## src/rtl/spi_xfer_pkg.sv

```systemverilog
package spi_xfer_pkg;
  localparam int BUF_BYTES = 64;
  localparam int BUF_BITS  = BUF_BYTES * 8;
  localparam int BUF_WORDS = BUF_BYTES / 4;
  localparam int IDX_W     = $clog2(BUF_BITS);
  localparam int WORD_W    = $clog2(BUF_WORDS);

  // register byte offsets
  localparam int OFS_CMD    = 'h00;
  localparam int OFS_USER   = 'h1C;
  localparam int OFS_BITCNT = 'h20;
  localparam int OFS_CS     = 'h2C;
  localparam int OFS_STAT   = 'h30;
  localparam int OFS_BUF    = 'h40;

  // field positions
  localparam int B_START  = 18;
  localparam int B_DOUT   = 27;
  localparam int B_DIN    = 0;
  localparam int B_CNTLSB = 17;
  localparam int B_HOLD   = 30;
  localparam int B_DONE   = 4;
  localparam int B_MODE   = 30;
  localparam int B_SRST   = 31;

  typedef struct packed {
    logic             loadMosi;
    logic             sampleMiso;
    logic [IDX_W-1:0] bitIdx;
  } dpStrobe_t;

  // transfer bit index -> flat buffer bit (MSB of each byte first)
  function automatic logic [IDX_W-1:0] bitPos(input logic [IDX_W-1:0] i);
    return {i[IDX_W-1:3], ~i[2:0]};
  endfunction
endpackage

```

## src/rtl/spi_xfer_ctrl.sv

```systemverilog
module spi_xfer_ctrl
  import spi_xfer_pkg::*;
#(
  parameter int ADDR_W   = 7,
  parameter int HALF_CYC = 2
) (
  input  logic              clk,
  input  logic              rstN,
  input  logic [ADDR_W-1:0] busAddr,
  input  logic              busWrEn,
  input  logic [31:0]       busWdata,
  output logic [31:0]       ctrlRdata,
  output logic              sclk,
  output logic              csN,
  output logic              busy,
  output logic              done,
  output logic              doutEn,
  output dpStrobe_t         strobe
);
  localparam int HC_W = (HALF_CYC > 1) ? $clog2(HALF_CYC) : 1;

  logic [IDX_W-1:0] lastIdx, bitIdx;
  logic [HC_W-1:0]  halfCnt;
  logic             dinEn, holdCs;

  logic cmdWr, userWr, cntWr, csWr, statWr, startReq, softRst, edgeNow;
  assign cmdWr    = busWrEn && (busAddr == ADDR_W'(OFS_CMD));
  assign userWr   = busWrEn && (busAddr == ADDR_W'(OFS_USER));
  assign cntWr    = busWrEn && (busAddr == ADDR_W'(OFS_BITCNT));
  assign csWr     = busWrEn && (busAddr == ADDR_W'(OFS_CS));
  assign statWr   = busWrEn && (busAddr == ADDR_W'(OFS_STAT));
  assign softRst  = statWr && busWdata[B_SRST];
  assign startReq = cmdWr && busWdata[B_START] && !softRst;
  assign edgeNow  = busy && (halfCnt == HC_W'(HALF_CYC - 1)) && !softRst;

  // configuration registers (kept across soft reset)
  always_ff @(posedge clk or negedge rstN) begin
    if (!rstN) begin
      doutEn  <= 1'b0;
      dinEn   <= 1'b0;
      lastIdx <= '0;
      holdCs  <= 1'b0;
    end else begin
      if (userWr) begin
        doutEn <= busWdata[B_DOUT];
        dinEn  <= busWdata[B_DIN];
      end
      if (cntWr) lastIdx <= busWdata[B_CNTLSB +: IDX_W];
      if (csWr)  holdCs  <= busWdata[B_HOLD];
    end
  end

  // transfer sequencer
  always_ff @(posedge clk or negedge rstN) begin
    if (!rstN) begin
      busy    <= 1'b0;
      sclk    <= 1'b0;
      csN     <= 1'b1;
      done    <= 1'b0;
      halfCnt <= '0;
      bitIdx  <= '0;
    end else if (softRst) begin
      busy    <= 1'b0;
      sclk    <= 1'b0;
      csN     <= 1'b1;
      done    <= 1'b0;
      halfCnt <= '0;
      bitIdx  <= '0;
    end else begin
      if (statWr) done <= done & busWdata[B_DONE];
      if (!busy) begin
        if (startReq) begin
          busy    <= 1'b1;
          csN     <= 1'b0;
          bitIdx  <= '0;
          halfCnt <= '0;
        end
      end else if (edgeNow) begin
        halfCnt <= '0;
        sclk    <= ~sclk;
        if (sclk) begin
          if (bitIdx == lastIdx) begin
            busy <= 1'b0;
            done <= 1'b1;
            csN  <= ~holdCs;
          end else begin
            bitIdx <= bitIdx + 1'b1;
          end
        end
      end else begin
        halfCnt <= halfCnt + 1'b1;
      end
    end
  end

  // strobes towards the datapath
  always_comb begin
    strobe.loadMosi   = (!busy && startReq) ||
                        (edgeNow && sclk && (bitIdx != lastIdx));
    strobe.sampleMiso = edgeNow && !sclk && dinEn;
    strobe.bitIdx     = !busy ? '0 : (sclk ? bitIdx + 1'b1 : bitIdx);
  end

  always_comb begin
    ctrlRdata = '0;
    case (busAddr)
      ADDR_W'(OFS_CMD):    ctrlRdata[B_START] = busy;
      ADDR_W'(OFS_USER): begin
        ctrlRdata[B_DOUT] = doutEn;
        ctrlRdata[B_DIN]  = dinEn;
      end
      ADDR_W'(OFS_BITCNT): ctrlRdata[B_CNTLSB +: IDX_W] = lastIdx;
      ADDR_W'(OFS_CS):     ctrlRdata[B_HOLD] = holdCs;
      ADDR_W'(OFS_STAT):   ctrlRdata[B_DONE] = done;  // mode bit stays 0
      default:             ctrlRdata = '0;
    endcase
  end
endmodule

```

## src/rtl/spi_xfer_dp.sv

```systemverilog
module spi_xfer_dp
  import spi_xfer_pkg::*;
#(
  parameter int ADDR_W = 7
) (
  input  logic              clk,
  input  logic              rstN,
  input  logic [ADDR_W-1:0] busAddr,
  input  logic              busWrEn,
  input  logic [31:0]       busWdata,
  input  dpStrobe_t         strobe,
  input  logic              doutEn,
  input  logic              misoIn,
  output logic              mosi,
  output logic [31:0]       bufRdata
);
  logic [BUF_BITS-1:0] bufBits;
  logic [WORD_W-1:0]   wordIdx;
  logic                inBuf;
  logic [IDX_W-1:0]    tgtPos;

  assign wordIdx = busAddr[2 +: WORD_W];
  assign inBuf   = busAddr[ADDR_W-1];
  assign tgtPos  = bitPos(strobe.bitIdx);

  for (genvar w = 0; w < BUF_WORDS; w++) begin : gWord
    logic wordWr, hitSample;
    assign wordWr    = busWrEn && inBuf && (wordIdx == WORD_W'(w));
    assign hitSample = strobe.sampleMiso && (tgtPos[IDX_W-1:5] == WORD_W'(w));
    always_ff @(posedge clk or negedge rstN) begin
      if (!rstN) begin
        bufBits[32*w +: 32] <= '0;
      end else begin
        if (wordWr)    bufBits[32*w +: 32] <= busWdata;
        if (hitSample) bufBits[32*w + int'(tgtPos[4:0])] <= misoIn;
      end
    end
  end

  always_ff @(posedge clk or negedge rstN) begin
    if (!rstN) mosi <= 1'b0;
    else if (strobe.loadMosi) mosi <= doutEn & bufBits[tgtPos];
  end

  assign bufRdata = bufBits[32*wordIdx +: 32];
endmodule

```

## src/rtl/spi_user_xfer.sv

```systemverilog
module spi_user_xfer
  import spi_xfer_pkg::*;
#(
  parameter int ADDR_W   = 7,
  parameter int HALF_CYC = 2
) (
  input  logic              clk,
  input  logic              rstN,
  input  logic [ADDR_W-1:0] busAddr,
  input  logic              busWrEn,
  input  logic [31:0]       busWdata,
  output logic [31:0]       busRdata,
  output logic              sclkOut,
  output logic              mosiOut,
  input  logic              misoIn,
  output logic              csNOut
);
  dpStrobe_t   strobe;
  logic [31:0] ctrlRdata, bufRdata;
  logic        ctrlBusy, ctrlDone, doutEn;

  spi_xfer_ctrl #(.ADDR_W(ADDR_W), .HALF_CYC(HALF_CYC)) uCtrl (
    .clk(clk), .rstN(rstN), .busAddr(busAddr), .busWrEn(busWrEn),
    .busWdata(busWdata), .ctrlRdata(ctrlRdata), .sclk(sclkOut),
    .csN(csNOut), .busy(ctrlBusy), .done(ctrlDone), .doutEn(doutEn),
    .strobe(strobe)
  );

  spi_xfer_dp #(.ADDR_W(ADDR_W)) uDp (
    .clk(clk), .rstN(rstN), .busAddr(busAddr), .busWrEn(busWrEn),
    .busWdata(busWdata), .strobe(strobe), .doutEn(doutEn),
    .misoIn(misoIn), .mosi(mosiOut), .bufRdata(bufRdata)
  );

  assign busRdata = busAddr[ADDR_W-1] ? bufRdata : ctrlRdata;
endmodule

```

## config.mk

```make
export PLATFORM = sky130hd
export DESIGN_NAME = spi_user_xfer
export DESIGN_NICKNAME = d
export VERILOG_FILES = /design/src/rtl/spi_xfer_pkg.sv /design/src/rtl/spi_xfer_ctrl.sv /design/src/rtl/spi_xfer_dp.sv /design/src/rtl/spi_user_xfer.sv
export SDC_FILE = /design/constraint.sdc
export NUM_CORES = 1
export LEC_CHECK = 0
export CORE_MARGIN = 3
export CORE_UTILIZATION = 30
export DETAILED_ROUTE_END_ITERATION = 8
export HOLD_SLACK_MARGIN = 0.08
export PLACE_DENSITY_LB_ADDON = 0.25
export SLEW_MARGIN = 5
export SYNTH_ARGS = -nofsm -noshare
export SYNTH_HDL_FRONTEND = slang
export SYNTH_HIERARCHICAL = 1
export SYNTH_SLANG_ARGS = --single-unit
export TNS_END_PERCENT = 10
```

## constraint.sdc

```tcl
create_clock -name clk -period 5.3 [get_ports clk]
set_clock_uncertainty 0.05 [all_clocks]
set_input_delay 1.06 -clock clk [delete_from_list [all_inputs] [get_ports clk]]
set_output_delay 1.06 -clock clk [all_outputs]
set_load 0.01 [all_outputs]
```

Yosys cells after proc, flatten, opt, wreduce, memory -nomap -nowiden
Index checks and enable logic that the tools add are counted.
- bits in registers: 8219
- add/subtract/negate cells: 17
- $lt $le $gt $ge: 33
- eq/ne operators: 40
- shifts and indexed selects: 1
- mux-type cells: 122
- bitwise logic cells: 5
- reductions and logical operators: 93
- operator list (kind ; number):
    512-bit bitwise mux ; 16
    32-bit two-way mux ; 18
    512-bit two-way mux ; 1
    512-bit by 10-bit indexed part select with 32-bit output ; 1
    32-bit by 1-bit greater-or-equal comparator with 1-bit output, second input constant ; 15
    32-bit by 11-bit < comparator with 1-bit output, second input constant ; 15
    480-bit two-way mux ; 1
    448-bit two-way mux ; 1
    416-bit two-way mux ; 1
    384-bit two-way mux ; 1
    352-bit two-way mux ; 1
    320-bit two-way mux ; 1
    288-bit two-way mux ; 1
    256-bit two-way mux ; 1
    224-bit two-way mux ; 1
    192-bit two-way mux ; 1
    160-bit two-way mux ; 1
    1-bit demux with 9-bit select ; 15
    128-bit two-way mux ; 1
    96-bit two-way mux ; 1
    9-bit by 5-bit adder with 10-bit output, first input constant ; 8
    9-bit two-way mux ; 8
    4-bit equality test, second input constant ; 16
    1-bit logical AND ; 64
    34 further kinds ; 121

Depth between registers and ports, before layout
Gate-level depths: netlist of run 1.
- word-level depth: 11
- depth in mapped cells: 7

Cells and area by module
Netlist of run 1, hierarchy kept.
- modules (own cells, without submodules) (module ; times used ; cells each ; area each (sq um) ; sequential area each (sq um)):
    spi_xfer_ctrl ; 1 ; 199 ; 1849.3 ; 651.9
    spi_user_xfer ; 1 ; 36 ; 544.3 ; 0.0
    spi_xfer_dp ; 1 ; 34 ; 251.5 ; 0.0

Worst setup path before layout of run 1
Ideal clock, no wire load.
- path type: input-to-output
- start: in busAddr[1]
- end: out busRdata[0]
- arrival time: 2069 ps
- setup slack: 2121 ps
- stages on the path: 5
- buffers on the path: 0
- path through: nor3_1 nand3_1 nor3b_1 and2_1 mux2_4
- word-level cells in the longest chain between the ends: 3
- RTL lines (what ; line ; RTL):
    from (decl) ; spi_user_xfer.sv:9 ; input logic [ADDR_W-1:0] busAddr,
    7-bit by 5-bit equality test with 1-bit output ; spi_xfer_ctrl.sv:106 ; case (busAddr)
    1-bit two-way mux ; spi_xfer_ctrl.sv:106 ;
    via ctrlRdata[0] ; spi_user_xfer.sv:19 ; logic [31:0] ctrlRdata, bufRdata;
    32-bit two-way mux ; spi_user_xfer.sv:35 ; assign busRdata = busAddr[ADDR_W-1] ? bufRdata : ctrlRdata;
    to (decl) ; spi_user_xfer.sv:12 ; output logic [31:0] busRdata,
The timed path passes the listed nets, and every way through them passes these cells.

Worst setup path after layout of run 1
- start: in busAddr[1]
- end: out busRdata[19]
- word-level cells in the longest chain between the ends: 3
- RTL lines (what ; line):
    7-bit by 6-bit equality test with 1-bit output ; spi_xfer_ctrl.sv:106
    7-bit two-way mux ; spi_xfer_ctrl.sv:106
    via ctrlRdata[19] ; spi_user_xfer.sv:19
    32-bit two-way mux ; spi_user_xfer.sv:35
The timed path passes the listed nets, and every way through them passes these cells.

==> reports/results.tsv, run 1 <==
metric	value	unit
clock-sinks	26	
grt_pass1_wl	7.83	mm
vias	1602	
max_slew.worst_pin.slew	0.581	ns
place_ws	0.653	ns
track_usage	9.98	%
dp_hpwl	3.55	mm
utilization	34.5	%
core.rowCount	32	
pwr-share-comb	36.8	%
fp.dieH	97.0	µm
cts_hold_buf	0	
cp_top_family	simple AND/OR/NAND/NOR gates	
syn_area_per_cell	10.3	µm²
endpoint_kind	output pin	
place_area	2660	µm²
p_sw_share	35.7	%
core_area	7890	µm²
relSlewSlack	61.3	%
slew_viol_final	0	
layout.nets	315	
drt_iter0_drc	100	
dpl.cell_count	368	
fmax	220	MHz
finalCriticalPeriod	4.55	ns
initial_utilization	31.5	%
place.gp.congestion	0.808	
path_cells	clkdlybuf4s50_1 > nor3_1 > nand3b_1 > nor2_1 > and2_1 > mux2_4 > clkdlybuf4s50_1	
hp-class	flop to flop	
io_pins	78	
drive_above_1_share	21.5	%
finalWirelength	4.68	mm
cts_setup_buffers	0	
crit_type	input pin to output pin	
ctsResizeCount	0	
netlist_area	2480	µm²
status	complete, no violations	
setup_slack	0.754	ns
detail_route.wl_per_cell	12.6	µm
clock_latency	0.27	ns
cts_made_buffers	3	
slowest_stage	clkdlybuf4s50_1	
ys_warn_count	1542	
grt_max_degree	33	
n_fill_cell	818	
clk_pin_slew_worst_paths	0.09	ns
ant_nets	0	
io_buffers	38	
cpPeakStageDelay	0.56	ns
via_per_inst	4.31	
rsz0062_at_grt	false	
clock-root-buffer	clkbuf_8	
cts_tree	yes	
hold_violations	0	
powerDensity	267	nW/µm²
grt_pass1_vias	1620	
setup_viol	0	
drc	0	
syn2layout_area_growth	9.42	%
design_area	2720	µm²
antenna_cells	0	
clock_path_buffers	2	
die_w	97.0	µm
cts_max_level	1	
die-area	9410	µm²
grt_overflow_total	0	
cpMostUsedCell	clkdlybuf4s50_1	
cap_violations	0	
crit_fanout	8	
crit_path_start_kind	input pin	
cellInternalPower	0.000466	W
leakagePower	1.22	nW
critPathRequiredTime	4.19	ns
p_switching	0.000259	W
cp.arrival	3.44	ns
critical_path_buf_inv_count	2	
ir_worst_vdd	0.115	mV
first_pass_iters	4	
tns	0	ns
layoutNonFillerInstCount	372	
antenna_found_initial	0	
pwr-share-clk	18.1	%
period_share	85.8	%
seqPwrFrac	45.1	%
syn_inst	242	
## layer usage
metal	global-route usage, %	vias to the layer above	share of wire [%]
met2	16.6	59	46
met1	13.5	744	46
met4	2.48	0	1.1
met3	1.59	4	7.3
met5	0	-	0
li1	-	795	-
## final cells by class
class	instances	area, µm²	share of cell area, %
Multi-Input combinational cell	198	1490	54.7
Timing Repair Buffer	40	390	14.4
Tap cell	102	128	4.69
Clock buffer	4	55.1	2.02
Inverter	2	7.51	0.276
Sequential cell	26	652	24.0
## worst reg2reg max path, cell delays in order, from the launching register on
cell      delay (ns)
dfrtp_1         0.60
and3_1          0.29
o31a_1          0.44
a211oi_1        0.14
or3_1           0.38
## registers in the layout, summed over array words and instances, names as in the netlist
name,cells
uCtrl/bitIdx,9
uCtrl/lastIdx,9
uCtrl/busy,1
uCtrl/csN,1
uCtrl/dinEn,1
uCtrl/done,1
uCtrl/doutEn,1
uCtrl/halfCnt,1
uCtrl/holdCs,1
uCtrl/sclk,1
## through the flow
step / power (W) / hold WS, ns
finish: 0.000725 / 0.454
global route: 0.000779 / 0.478
CTS: 0.000726 / 0.457
detailed placement: 0.000596 / 0.434
global placement: 0.000590 / 0.433
floorplan: 0.000567 / 0.394
## final timing paths
path                                               start                           to  slack [ns]  depth (start not counted)
worst max-delay path                          busAddr[1]                 busRdata[19]        0.75                          7
worst min-delay path            uCtrl/doutEn$_DFFE_PN0P_     uCtrl/doutEn$_DFFE_PN0P_        0.45                          1
worst max register to register      uCtrl/busy$_DFF_PN0_  uCtrl/bitIdx[2]$_DFFE_PN0P_        3.28                          4
worst min register to register  uCtrl/doutEn$_DFFE_PN0P_     uCtrl/doutEn$_DFFE_PN0P_        0.45                          1
max in group asynchronous                           rstN        uCtrl/csN$_DFFE_PN1P_        3.79                          2
min in group asynchronous                           rstN  uCtrl/bitIdx[5]$_DFFE_PN0P_        1.11                          2
## cell usage in the layout (no fill, tap or decap), types with 2 or more instances in the layout
cell              n
clkbuf_8          4
xnor2_1           7
a21o_1            4
nand3_1           7
o21ai_0           3
clkdlybuf4s50_1  37
nand3b_1          2
and3_1            4
mux2_2           15
a41oi_1           2
a21oi_1           7
xnor2_2           2
o211ai_1          2
nor2_1            9
a311oi_1          6
nor3_1            4
buf_4             2
mux2_4           30
and2_1           11
nand2_1          12
inv_1             2
conb_1           52
dfrtp_1          25
## power groups by stage
stage               clock network (W)  registers, W  logic (W)
floorplan                           0      0.000292   0.000276
global placement                    0      0.000328   0.000262
detailed placement                  0      0.000330   0.000265
CTS                          0.000134      0.000326   0.000266
global route                 0.000145      0.000338   0.000297
finish                       0.000131      0.000327   0.000267
Power figures use the tool's default switching activity.
==> inputs of run 2 (changes only) <==
--- a/config.mk
+++ b/config.mk
@@ -5,7 +5,7 @@
 export SDC_FILE = /design/constraint.sdc
 export NUM_CORES = 1
 export LEC_CHECK = 0
-export CORE_MARGIN = 3
+export CAP_MARGIN = 20
 export CORE_UTILIZATION = 30
 export DETAILED_ROUTE_END_ITERATION = 8
 export HOLD_SLACK_MARGIN = 0.08
==> constraint.sdc (replaced) <==
create_clock -name clk -period 5.6 [get_ports clk]
set_clock_uncertainty 0.05 [all_clocks]
set_input_delay 1.12 -clock clk [delete_from_list [all_inputs] [get_ports clk]]
set_output_delay 1.12 -clock clk [all_outputs]
set_load 0.01 [all_outputs]
==> reports/results.tsv, run 2 (same netlist as run 1, synthesis figures left out) <==
metric	value	unit	change
detail_route.wl_per_cell	12.1	µm	-3.8%
gr-max-usage-layer	met2		
fp.dieH	93.0	µm	-4.1%
place.gp.congestion	0.794		-1.6%
ir_worst_vdd	0.135	mV	+18%
grtUsageMet3	2.44	%	+0.85 points
layout.nets	315		unchanged
clock-sinks	26		unchanged
dp_hpwl	3.43	mm	-3.5%
cp.arrival	3.46	ns	+0.02 ns
crit_path_start_kind	input pin		
critPathRequiredTime	4.43	ns	+0.24 ns
fmax	216	MHz	
core.rowCount	32		unchanged
use_met1	13.9	%	+0.37 points
cap_violations	0		unchanged
relSlewSlack	62.6	%	+1.3 points
antenna_found_initial	0		unchanged
period_share	82.7	%	
layoutNonFillerInstCount	372		unchanged
cts_tree	yes		
grt_pass1_wl	7.27	mm	-7.2%
drc	0		unchanged
n_fill_cell	803		-1.8%
initial_utilization	31.5	%	unchanged
layout_common_cells	conb_1 (52), clkdlybuf4s50_1 (37), mux2_4 (30), dfrtp_1 (25), mux2_2 (15)		
endpoint_kind	output pin		
die_w	93.0	µm	-4.1%
hp-class	flop to flop		
place_area	2660	µm²	unchanged
ant_nets	0		unchanged
grt_pass1_vias	1490		-8.0%
top_regs	uCtrl/bitIdx (9), uCtrl/lastIdx (9)		
use_met2	18.1	%	+1.6 points
slew_viol_final	0		unchanged
fin_hold_ws	0.461	ns	+0.00681 ns
crit_type	input pin to output pin		
hold_violations	0		unchanged
die-area	8650	µm²	-8.1%
powerDensity	262	nW/µm²	-1.8%
rsz0062_at_grt	false		
crit_fanout	8		unchanged
track_usage	10.7	%	+0.74 points
grt_overflow_total	0		unchanged
tns	0	ns	unchanged
vias	1587		-0.94%
io_pins	78		unchanged
max_slew.worst_pin.slew	0.562	ns	-0.0194 ns
grt_max_degree	33		unchanged
clk_pin_slew_worst_paths	0.09	ns	about the same
clock_latency	0.27	ns	about the same
io_buffers	38		unchanged
place_ws	0.906	ns	+0.253 ns
antenna_cells	0		unchanged
status	complete, no violations		
ctsResizeCount	0		unchanged
leakagePower	1.23	nW	+0.57%
cts_max_level	1		unchanged
cts_hold_buf	0		unchanged
clock_path_buffers	2		unchanged
first_pass_iters	4		unchanged
cts_made_buffers	3		unchanged
dpl.cell_count	368		unchanged
clock-root-buffer	clkbuf_8		
drive_above_1_share	21.5	%	unchanged
cts_setup_buffers	0		unchanged
finalCriticalPeriod	4.63	ns	
setup_slack	0.968	ns	+0.214 ns
layout_commonest_cell	conb_1		
finalWirelength	4.50	mm	-3.8%
core_area	7890	µm²	unchanged
syn2layout_area_growth	10.1	%	
via_per_inst	4.27		-0.94%
setup_viol	0		unchanged
drt_iter0_drc	79		-21%
design_area	2740	µm²	+0.60%
==> run 2: cell types whose count changed in the layout (fill, tap and decap cells not counted), sizes merged <==
cell / previous run / this run
clkbuf: 4 / 3
bufinv: 0 / 1
==> run 2: critical path: stages <==
cell and delay, ns:
clkdlybuf4s50_1 0.40, nor3_1 0.40, nand3b_1 0.22, nor2_1 0.43, and2_1 0.23, mux2_4 0.14
clkdlybuf4s50_1 0.53
==> run 2: area by class of cell <==
type | count | area [µm²] | area share (%)
multi-input cells | 198 | 1490 | 54.3
clock buffers | 3 | 41.3 | 1.51
clock inverters | 1 | 30.0 | 1.10
flip-flops and latches | 26 | 652 | 23.8
inverters | 2 | 7.51 | 0.274
repair buffers | 40 | 390 | 14.3
well taps | 102 | 128 | 4.67
==> run 2: where the power goes <==
| part | switching [W] | internal [W] | total [W] |
|---|---|---|---|
| clock network | 0.0000595 | 0.0000957 | 0.000155 |
| registers | 0.0000729 | 0.000237 | 0.000310 |
| logic | 0.000110 | 0.000141 | 0.000251 |
==> run 2: path summary, 6_finish.rpt <==
kind / startpoint / to / slack, ns / depth (start not counted)
max: busAddr[1] / busRdata[19] / 0.97 / 7
min: uCtrl/doutEn$_DFFE_PN0P_ / uCtrl/doutEn$_DFFE_PN0P_ / 0.46 / 1
max reg2reg: uCtrl/busy$_DFF_PN0_ / uCtrl/bitIdx[2]$_DFFE_PN0P_ / 3.58 / 4
min reg2reg: uCtrl/doutEn$_DFFE_PN0P_ / uCtrl/doutEn$_DFFE_PN0P_ / 0.46 / 1
max in group asynchronous: rstN / uCtrl/csN$_DFFE_PN1P_ / 4.04 / 2
min in group asynchronous: rstN / uCtrl/bitIdx[2]$_DFFE_PN0P_ / 1.16 / 2
==> run 2: stage by stage <==
stage          util (%)  power (W)
4_1_cts            34.7   0.000722
6_report           34.7   0.000716
3_3_place_gp       33.8   0.000561
3_5_place_dp       33.8   0.000563
5_1_grt            34.7   0.000767
2_1_floorplan         -   0.000537
==> run 2: routing by layer <==
layer | vias up | part of all wire (%)
met2 | 51 | 47
met3 | 2 | 5.4
met4 | 0 | 0.51
met5 | - | 0
met1 | 738 | 47
li1 | 796 | -
